File: src/rtl/flags_pkg.sv
package flags_pkg;
  typedef enum logic [3:0] {
    OP_TGLC = 4'd0, OP_CLRC = 4'd1, OP_SETC = 4'd2, OP_CLRD = 4'd3,
    OP_SETD = 4'd4, OP_CLRI = 4'd5, OP_SETI = 4'd6, OP_LDLO = 4'd7,
    OP_STLO = 4'd8, OP_PSH16 = 4'd9, OP_PSH32 = 4'd10, OP_POP16 = 4'd11,
    OP_POP32 = 4'd12
  } fop_e;

  localparam int BIT_C = 0;
  localparam int BIT_I = 9;
  localparam int BIT_D = 10;

  function automatic logic [2:0] op_latency(input logic [3:0] op);
    case (op)
      OP_CLRI, OP_LDLO, OP_STLO: return 3'd3;
      OP_PSH16, OP_PSH32:        return 3'd4;
      OP_POP16, OP_POP32:        return 3'd5;
      default:                   return 3'd2;
    endcase
  endfunction

  function automatic logic is_stack_op(input logic [3:0] op);
    return (op == OP_PSH16) || (op == OP_PSH32) || (op == OP_POP16) || (op == OP_POP32);
  endfunction

  // Low 16 bits after a pop, by mode
  function automatic logic [15:0] pop_low(input logic [15:0] cur, input logic [15:0] w,
                                          input logic [1:0] gen, input logic prot,
                                          input logic [1:0] cpl, input logic io_ok);
    logic [15:0] r;
    if (gen == 2'd0 && !prot)    r = (cur & 16'h7000) | (w & 16'h0FD5);
    else if (!prot || cpl == 0)  r = w & 16'h7FD5;
    else if (io_ok)              r = (cur & 16'h3000) | (w & 16'h4FD5);
    else                         r = (cur & 16'h3200) | (w & 16'h4DD5);
    return r | 16'h0002;
  endfunction

  function automatic logic [5:0] pop_ext(input logic [5:0] cur, input logic [31:0] w,
                                         input logic [1:0] gen);
    logic [5:0] r;
    r = {1'b0, 2'b00, 1'b0, cur[1:0]};
    r[2] = (gen >= 2'd2) ? w[18] : cur[2];
    r[5] = (gen == 2'd3) ? w[21] : cur[5];
    return r;
  endfunction

  function automatic logic [15:0] push_hi(input logic [5:0] ext, input logic [1:0] gen);
    logic [15:0] r;
    r = 16'h0000;
    r[2] = ext[2];
    r[5] = ext[5] & (gen == 2'd3);
    return r;
  endfunction
endpackage

File: src/rtl/flags_guard.sv
module flags_guard
  import flags_pkg::*;
(
  input  logic [3:0] op,
  input  logic [1:0] cpl,
  input  logic       prot_en,
  input  logic [1:0] iopl,
  input  logic       v86_mode,
  output logic       io_ok,
  output logic       viol
);
  logic int_op;
  assign io_ok  = !prot_en || (cpl <= iopl);
  assign int_op = (op == OP_CLRI) || (op == OP_SETI);
  assign viol   = (int_op && !io_ok) || (is_stack_op(op) && v86_mode && (iopl != 2'd3));
endmodule

File: src/rtl/flags_alu.sv
module flags_alu
  import flags_pkg::*;
#(
  parameter int FLAG_W = 16,
  parameter int EXT_W  = 6
) (
  input  logic [3:0]        op,
  input  logic [31:0]       operand,
  input  logic [FLAG_W-1:0] cur_flags,
  input  logic [EXT_W-1:0]  cur_ext,
  input  logic [1:0]        gen,
  input  logic              prot_en,
  input  logic [1:0]        cpl,
  input  logic              io_ok,
  output logic [FLAG_W-1:0] nxt_flags,
  output logic [EXT_W-1:0]  nxt_ext,
  output logic [31:0]       push_word,
  output logic              push_wr,
  output logic              acc_wr
);
  always_comb begin
    nxt_flags = cur_flags;
    nxt_ext   = cur_ext;
    push_word = {16'h0000, cur_flags};
    push_wr   = 1'b0;
    acc_wr    = 1'b0;
    case (op)
      OP_TGLC:  nxt_flags[BIT_C] = ~cur_flags[BIT_C];
      OP_CLRC:  nxt_flags[BIT_C] = 1'b0;
      OP_SETC:  nxt_flags[BIT_C] = 1'b1;
      OP_CLRD:  nxt_flags[BIT_D] = 1'b0;
      OP_SETD:  nxt_flags[BIT_D] = 1'b1;
      OP_CLRI:  nxt_flags[BIT_I] = 1'b0;
      OP_SETI:  nxt_flags[BIT_I] = 1'b1;
      OP_LDLO:  nxt_flags = {cur_flags[15:8], (operand[7:0] & 8'hD5) | 8'h02};
      OP_STLO:  acc_wr = 1'b1;
      OP_PSH16: push_wr = 1'b1;
      OP_PSH32: begin
        push_wr   = 1'b1;
        push_word = {push_hi(cur_ext, gen), cur_flags};
      end
      OP_POP16: nxt_flags = pop_low(cur_flags, operand[15:0], gen, prot_en, cpl, io_ok);
      OP_POP32: begin
        nxt_flags = pop_low(cur_flags, operand[15:0], gen, prot_en, cpl, io_ok);
        nxt_ext   = pop_ext(cur_ext, operand, gen);
      end
      default: ;
    endcase
  end
endmodule

File: src/rtl/flags_seq.sv
module flags_seq #(
  parameter int MAX_LAT = 5,
  localparam int CNT_W = $clog2(MAX_LAT + 1)
) (
  input  logic             clk,
  input  logic             rst_n,
  input  logic             start,
  input  logic [CNT_W-1:0] lat,
  output logic             busy,
  output logic             finish
);
  logic [CNT_W-1:0] cnt;
  assign finish = busy && (cnt == CNT_W'(1));

  always_ff @(posedge clk) begin
    if (!rst_n) begin
      busy <= 1'b0;
      cnt  <= '0;
    end else if (start) begin
      busy <= 1'b1;
      cnt  <= lat - CNT_W'(1);
    end else if (finish) begin
      busy <= 1'b0;
      cnt  <= '0;
    end else if (busy) begin
      cnt  <= cnt - CNT_W'(1);
    end
  end
endmodule

File: src/rtl/flags_unit.sv
module flags_unit
  import flags_pkg::*;
#(
  parameter int MAX_LAT = 5
) (
  input  logic        clk,
  input  logic        rst_n,
  input  logic        op_valid,
  input  logic [3:0]  op_code,
  input  logic [31:0] operand,
  input  logic [1:0]  cpl,
  input  logic        prot_en,
  input  logic [1:0]  cpu_gen,
  input  logic        v86_mode,
  output logic        busy,
  output logic        done,
  output logic        fault,
  output logic [15:0] flags_out,
  output logic [5:0]  ext_out,
  output logic [31:0] push_data,
  output logic [7:0]  acc_out
);
  localparam int CNT_W = $clog2(MAX_LAT + 1);

  logic        accept, finish, io_ok, viol;
  logic [15:0] flags_q, nxt_flags, pend_flags;
  logic [5:0]  ext_q, nxt_ext, pend_ext;
  logic [31:0] push_word, pend_push;
  logic        push_wr, acc_wr, pend_push_wr, pend_acc_wr, pend_viol;

  assign accept = op_valid && !busy;

  flags_guard u_guard (
    .op(op_code), .cpl(cpl), .prot_en(prot_en), .iopl(flags_q[13:12]),
    .v86_mode(v86_mode), .io_ok(io_ok), .viol(viol)
  );

  flags_alu #(.FLAG_W(16), .EXT_W(6)) u_alu (
    .op(op_code), .operand(operand), .cur_flags(flags_q), .cur_ext(ext_q),
    .gen(cpu_gen), .prot_en(prot_en), .cpl(cpl), .io_ok(io_ok),
    .nxt_flags(nxt_flags), .nxt_ext(nxt_ext), .push_word(push_word),
    .push_wr(push_wr), .acc_wr(acc_wr)
  );

  flags_seq #(.MAX_LAT(MAX_LAT)) u_seq (
    .clk(clk), .rst_n(rst_n), .start(accept),
    .lat(CNT_W'(op_latency(op_code))), .busy(busy), .finish(finish)
  );

  always_ff @(posedge clk) begin
    if (!rst_n) begin
      flags_q      <= 16'h0002;
      ext_q        <= '0;
      push_data    <= '0;
      acc_out      <= '0;
      done         <= 1'b0;
      fault        <= 1'b0;
      pend_flags   <= 16'h0002;
      pend_ext     <= '0;
      pend_push    <= '0;
      pend_push_wr <= 1'b0;
      pend_acc_wr  <= 1'b0;
      pend_viol    <= 1'b0;
    end else begin
      done  <= finish;
      fault <= finish && pend_viol;
      if (accept) begin
        pend_flags   <= nxt_flags;
        pend_ext     <= nxt_ext;
        pend_push    <= push_word;
        pend_push_wr <= push_wr;
        pend_acc_wr  <= acc_wr;
        pend_viol    <= viol;
      end
      if (finish && !pend_viol) begin
        flags_q <= pend_flags;
        ext_q   <= pend_ext;
        if (pend_push_wr) push_data <= pend_push;
        if (pend_acc_wr)  acc_out   <= flags_q[7:0];
      end
    end
  end

  assign flags_out = flags_q;
  assign ext_out   = ext_q;
endmodule


File: config.mk
export PLATFORM = sky130hd
export DESIGN_NAME = flags_unit
export DESIGN_NICKNAME = d
export VERILOG_FILES = /design/src/rtl/flags_pkg.sv /design/src/rtl/flags_guard.sv /design/src/rtl/flags_alu.sv /design/src/rtl/flags_seq.sv /design/src/rtl/flags_unit.sv
export SDC_FILE = /design/constraint.sdc
export NUM_CORES = 1
export LEC_CHECK = 0
export BUFFER_PORTS_ARGS = -buffer_cell sky130_fd_sc_hd__clkbuf_2
export CAP_MARGIN = 10
export CORE_ASPECT_RATIO = 0.5
export CORE_UTILIZATION = 57
export CTS_CLUSTER_SIZE = 20
export DETAILED_ROUTE_END_ITERATION = 7
export HOLD_SLACK_MARGIN = 0.02
export PLACE_DENSITY = 0.83
export SLEW_MARGIN = 20
export SYNTH_ARGS = -nofsm -noshare
export SYNTH_HDL_FRONTEND = slang
export SYNTH_SLANG_ARGS = --single-unit
File: constraint.sdc
create_clock -name clk -period 4.8 [get_ports clk]
set_input_delay 0.96 -clock clk [delete_from_list [all_inputs] [get_ports clk]]
set_output_delay 0.96 -clock clk [all_outputs]
set_load 0.01 [all_outputs]
==> impl_metrics.toml, run 1 <==
[finish]
diodes = 0
postLayoutCellArea_um2 = 4770
area_growth_pct = 11.2
drive_gt1_share_pct = 19.0
n_fill_cell = 592
ff_latch_area_um2 = 1940
fin_nets = 619
multi_input_area_um2 = 1960
utilization_pct = 68.5

[route]
ant_nets = 0
drt_iter0_drc = 210
routed-via-count = 3740
drcViolationCount = 0
first_pass_iters = 6
drt_wl_total_mm = 9.91
avgRoutedWirePerCell_um = 14.9
viasPerCell = 5.62

[synth]
synth_top_cells_by_area = "dfxtp_1 (45%), nand2_1 (10%), a21oi_1 (9.9%), buf_4 (6.3%), nand3_1 (4.1%)"
syn_area_um2 = 4290
synth-seq-cells = 97
ys_seq_area_share_pct = 45.3
synthFlopType = "dfxtp_1"
synth_top_area_cell = "dfxtp_1"
synth-async-reset-ratio_pct = 0
ys_types = 50
syn-instance-count = 534
synth_edf_count = 0
syn_avg_cell_area_um2 = 8.03
synth_warnings = 0
synth_top_area_share_pct = 45.3

[timing]
rsz0062_at_grt = "false"
relSlewSlack_pct = 46.8
fin_crit_sh_pct = 52.3
setup_violations = 0
hold_viol = 0
clock_skew_ns = 0.00660
fin_crit_ns = 2.51
fmax_mhz = 398
worst_pin_slew_ns = 0.797
tns_ns = 0
drv_slew = 0

[global_route]
gr-total-overflow = 0
grt_pass1_vias = 3281
antenna_found_initial = 0
gr-usage-all-layers_pct = 26.1
grt_pass1_wl_mm = 16.2
grt_max_degree = 44

[worst_setup_path]
worst-r2r-cell-count = 7
path_max_fanout = 39
max_stage_delay_ns = 0.74
cp_num_buf_inv = 2
critPathKind = "reg2reg"
crit_cells = 7
path_cells = "inv_1 -> ha_1 -> nor4bb_4 -> buf_4 -> nand2_1 -> nand2_1 -> a21oi_1"
cp_data_arrival_time_ns = 2.71
cp-start-kind = "register"
cpMaxStageDelayCell = "nor4bb_4"
critPathTopFamily = "simple AND/OR/NAND/NOR gates"
cpMostUsedCell = "nand2_1"
cp.required_ns = 4.99
cp-end-kind = "register"

[clocking]
h-tree-depth = 3
post_cts_buffers = 0
numCtsBuffers = 9
clk_pin_slew_ns = 0.06
cts_tree = "built"
clock-sinks = 97
cts_max_path_buffers = 2
clkLatencyLatePin_ns = 0.35
cts_resized = 0
cts_root_buf = "clkbuf_16"
holdBufCountCts = 0

[place]
gp_congestion = 0.865
io_buffers = 77
postPlaceCellArea_um2 = 4480
hpwlAfterDp_mm = 6.34

[floorplan]
fp.dieArea_um2 = 7900
start_util_pct = 61.6
rows = 21
die_x_um = 125
core_um2 = 6960
ios = 110
die_h_um = 63.3

[status]
outcome = "finished clean"

[power]
p_per_area_nw_per_um2 = 355
p_switching_uw = 405
p_comb_share_pct = 8.2
pwr-share-seq_pct = 49.5
power_frac_clock_pct = 42.3
internal_power_mw = 1.29
p_leak_nw = 1.87
p_sw_share_pct = 23.9
ir_drop_mv = 0.199

[worst_hold_path]
min_path_type = "reg2reg"
hold_depth = 2

[run]
cap_violations = 0
==> worst min-delay path, stage by stage, from the launching register on <==
cell and delay (ns):
dfxtp_1 0.31, nand2_1 0.05, a21oi_1 0.05
==> cell usage after synthesis, types with 2 or more instances <==
cell	number
nand2_1	119
dfxtp_1	97
a21oi_1	85
buf_4	36
nand3_1	35
clkbuf_1	20
o21ai_0	20
nor2_1	19
buf_2	15
mux2i_1	9
inv_1	6
ha_1	5
a31oi_1	4
a2bb2oi_1	3
a311oi_1	3
mux2_2	3
nand2b_1	3
nand4b_1	3
nor2b_1	3
nor3_1	3
nor4_1	3
or3_1	3
a22oi_1	2
and2_1	2
and3_1	2
and3b_1	2
nand3b_1	2
nand4_1	2
nor3b_1	2
or2_2	2
xor2_1	2
==> final timing paths <==
check,slack [ns],from,to
setup / recovery,2.29,u_seq.cnt[1],acc_out[6]
hold / removal,0.45,acc_out[4],acc_out[4]
setup reg to reg,2.29,u_seq.cnt[1],acc_out[6]
hold reg to reg,0.45,acc_out[4],acc_out[4]
==> power by group through the flow <==
stage / Combinational, mW / Sequential (mW) / Clock (mW)
after floorplan: 0.113 / 0.849 / 0
after global placement: 0.134 / 0.855 / 0
after detailed placement: 0.136 / 0.856 / 0
after CTS: 0.137 / 0.838 / 0.725
after global routing: 0.153 / 0.840 / 0.763
final: 0.138 / 0.838 / 0.717
==> cell families after synthesis <==
group,count (synthesis),share of synthesized area [%]
AND/OR/NAND/NOR,213,23.2
AO/OA/AOI/OAI,125,16.1
flip-flops,97,45.3
buffers and inverters,79,10.7
multiplexers,12,2.89
adder cells (fa/ha/maj),5,1.46
XOR/XNOR,2,0.408
other,1,0.0874
==> cells in the final DEF (no fill, tap or decap), types with 4 or more instances in the layout <==
master / instances
inv_1: 6
a21oi_1: 85
buf_4: 6
nor2_1: 19
nand2_1: 119
clkbuf_2: 77
clkbuf_16: 9
ha_1: 5
dfxtp_1: 97
mux2i_1: 9
conb_1: 14
a31oi_1: 4
o21ai_0: 20
nand3_1: 35
==> routing by layer <==
layer / vias up / track usage (%) / wire, um
met5: - / 0 / 0
met4: 0 / 6.78 / 85
met3: 13 / 8.41 / 701
met2: 126 / 41.9 / 4540
met1: 1752 / 34.0 / 4590
li1: 1849 / - / -
==> per-stage QoR <==
| step | hold slack (ns) | std cells | setup slack, ns | power (mW) |
|---|---|---|---|---|
| CTS | 0.453 | 665 | 2.29 | 1.70 |
| floorplan | 0.429 | 547 | 2.28 | 0.962 |
| detailed placement | 0.442 | 650 | 2.07 | 0.991 |
| global placement | 0.436 | 650 | 2.09 | 0.989 |
| finish | 0.453 | 665 | 2.29 | 1.69 |
| global route | 0.468 | 665 | 2.05 | 1.76 |
==> cell type report <==
class                      count  area share [%]
multi-input combinational    371            41.1
sequential                    97            40.7
timing repair buffer          83            9.02
clock buffer                  11            5.09
tap                           92            2.41
clock inverter                 4            1.10
inverter                       7           0.551
==> sequential cells by signal (all words and copies together), names as in the netlist <==
| signal | cells |
|---|---|
| acc_out | 8 |
| done | 1 |
| ext_out | 6 |
| fault | 1 |
| flags_out | 16 |
| pend_acc_wr | 1 |
| pend_ext | 6 |
| pend_flags | 16 |
| pend_push | 18 |
| pend_push_wr | 1 |
| pend_viol | 1 |
| push_data | 18 |
| u_seq.busy | 1 |
| u_seq.cnt | 3 |
No activity file was read; power rests on OpenSTA's default activity.
==> run 2: changes to the inputs <==
Settings changed: ABC_AREA set to 1, CORE_UTILIZATION 57 to 48, PLACE_DENSITY 0.83 to 0.74.
Clock period 4.8 ns to 2.1 ns, I/O delays scaled along.
==> run 2 against run 1 <==
Area after synthesis is the same. Via count up 1.2%. Highest routed layer unchanged. Combinational power increased to 3.2 times the previous value. Die area increased by 18%. Critical path type unchanged. Total power increased by 130%.
==> impl_metrics.toml, run 2 <==
[timing]
worst_pin_slew_ns = 0.631
rsz0062_at_grt = "false"
hold_viol = 0
fin_crit_ns = 1.58
tns_ns = 0
drv_slew = 0
clock_skew_ns = 0.00561
setup_violations = 0
fmax_mhz = 634
relSlewSlack_pct = 57.9
fin_crit_sh_pct = 75.2

[synth]
synth-async-reset-ratio_pct = 0
synth_top_cells_by_area = "dfxtp_1 (45%), nand2_1 (8.6%), a21oi_1 (8.2%), buf_4 (6.1%), o21ai_0 (5.8%)"
syn-instance-count = 573
synth.top_cells.by_count = "nand2_1 (98), dfxtp_1 (97), a21oi_1 (70)"
synthFlopType = "dfxtp_1"
synth_top_area_share_pct = 45.3
ys_seq_area_share_pct = 45.3
synth-seq-cells = 97
synth_warnings = 0
yosysMostFrequentCell = "nand2_1"
synth_top_area_cell = "dfxtp_1"
synth_edf_count = 0
ys_types = 35
syn_area_um2 = 4290
syn_avg_cell_area_um2 = 7.49

[status]
outcome = "finished clean"

[place]
hpwlAfterDp_mm = 6.93
io_buffers = 77
gp_congestion = 0.857
postPlaceCellArea_um2 = 4550

[clocking]
numCtsBuffers = 9
cts_tree = "built"
cts_root_buf = "clkbuf_16"
clkLatencyLatePin_ns = 0.34
clock-sinks = 97
cts_max_path_buffers = 2
clk_pin_slew_ns = 0.06
cts_resized = 0
holdBufCountCts = 0
h-tree-depth = 3
post_cts_buffers = 0

[floorplan]
start_util_pct = 51.6
die_x_um = 136
ios = 110
rows = 23
core_um2 = 8320
fp.dieArea_um2 = 9340
die_h_um = 68.9

[global_route]
antenna_found_initial = 0
grt_max_degree = 48
grt_pass1_wl_mm = 16.2
gr-usage-all-layers_pct = 23.1
gr-total-overflow = 0
grt_pass1_vias = 3259

[worst_hold_path]
min_to = "pend_flags[8]"
hold_depth = 5
min_path_type = "in2reg"
hp-start = "operand[8]"

[worst_setup_path]
critPathKind = "reg2reg"
max_stage_delay_ns = 0.30
crit_cells = 7
reg2reg_to = "flags_out[9]"
critPathTopFamily = "simple AND/OR/NAND/NOR gates"
path_cells = "inv_1 -> ha_1 -> nand2_2 -> nor2_8 -> inv_2 -> o21ai_0 -> a21oi_1"
cp_data_arrival_time_ns = 1.80
cp.required_ns = 2.32
worst-r2r-cell-count = 7
cpMaxStageDelayCell = "dfxtp_1"
cp_num_buf_inv = 2
reg2reg_from = "u_seq.cnt[1]"
cp-end-kind = "register"
cp-start-kind = "register"
regToRegSetupSlack_ns = 0.52
path_max_fanout = 20

[route]
viasPerCell = 5.10
routed-via-count = 3786
drcViolationCount = 0
drt_iter0_drc = 291
ant_nets = 0
drt_wl_total_mm = 10.0
avgRoutedWirePerCell_um = 13.5
first_pass_iters = 5

[finish]
reg.largest.list = "pend_push x18, push_data x18"
final_common_cell = "nand2_1"
postLayoutCellArea_um2 = 4820
drive_gt1_share_pct = 20.2
diodes = 0
final_cell_mix = "nand2_1 (98), dfxtp_1 (97), clkbuf_2 (77)"
area_growth_pct = 12.4
fin_nets = 675

[power]
ir_drop_mv = 0.567
p_leak_nw = 2.19
finalPower_mw = 3.95
p_per_area_nw_per_um2 = 820

[run]
cap_violations = 0
[run 2: changes by cell type after synthesis, sizes merged, moves of 6 or more]
| cell | delta |
|---|---|
| nor2 | +49 |
| inv | +39 |
| o21ai | +31 |
| a21oi | -15 |
| nand2 | -14 |
| nand3 | +14 |
| mux2i | -9 |
| buf | -6 |
[run 2: routing by layer]
| layer | global-route usage [%] | wire, um |
|---|---|---|
| met5 | 0 | 0 |
| met4 | 6.46 | 75 |
| met3 | 5.70 | 716 |
| met2 | 34.8 | 4200 |
| met1 | 32.8 | 5040 |
[run 2: cell families (layout without fill, tap and decap cells)]
logic type / after synthesis / in the layout / synth area share [%]
AO/OA/AOI/OAI: 127 / 127 / 15.1
XOR/XNOR: 1 / 1 / 0.204
adder cells (fa/ha/maj): 5 / 5 / 1.46
buffers and inverters: 109 / 153 / 13.8
flip-flops: 97 / 97 / 45.3
other: 1 / 14 / 0.0874
AND/OR/NAND/NOR: 233 / 233 / 24.1
[run 2: cell type report]
type / instances / area [um2]
clock buffer: 10 / 229
clock inverter: 6 / 45.0
fill: 807 / 3490
inverter: 47 / 176
multi-input combinational: 380 / 1810
sequential: 97 / 1940
tap: 112 / 140
timing repair buffer: 90 / 483
[run 2: metrics by stage]
stage	worst slack (ns)	utilization, %	cells	hold slack (ns)
floorplan	0.476	-	586	0.429
detailed placement	0.194	54.7	726	0.443
CTS	0.488	58.0	742	0.373
finish	0.522	58.0	742	0.375
global placement	0.199	54.7	726	0.433
global route	0.328	58.0	742	0.392
[run 2: worst max path at each step]
stage,start,to,slack (ns)
final,u_seq.cnt[1],flags_out[9],0.52
after global routing,u_seq.cnt[1],flags_out[10],0.33
after CTS,u_seq.cnt[1],flags_out[9],0.49
after detailed placement,op_code[0],u_seq.cnt[1],0.19
after global placement,op_code[0],u_seq.cnt[1],0.20
after floorplan,op_code[0],u_seq.cnt[1],0.48
[run 2: where the power goes]
group	switching [mW]	leakage, nW	total, mW	internal, mW
logic	0.292	1.27	0.448	0.156
clock network	0.706	0.125	1.51	0.805
registers	0.0687	0.790	1.99	1.93
total	1.07	2.19	3.95	2.89
[run 2: tightest hold or removal path: stages]
cell and delay (ns):
clkbuf_2 0.08, nand2_1 0.04, nand3_1 0.07, nand2_1 0.04, inv_1 0.04
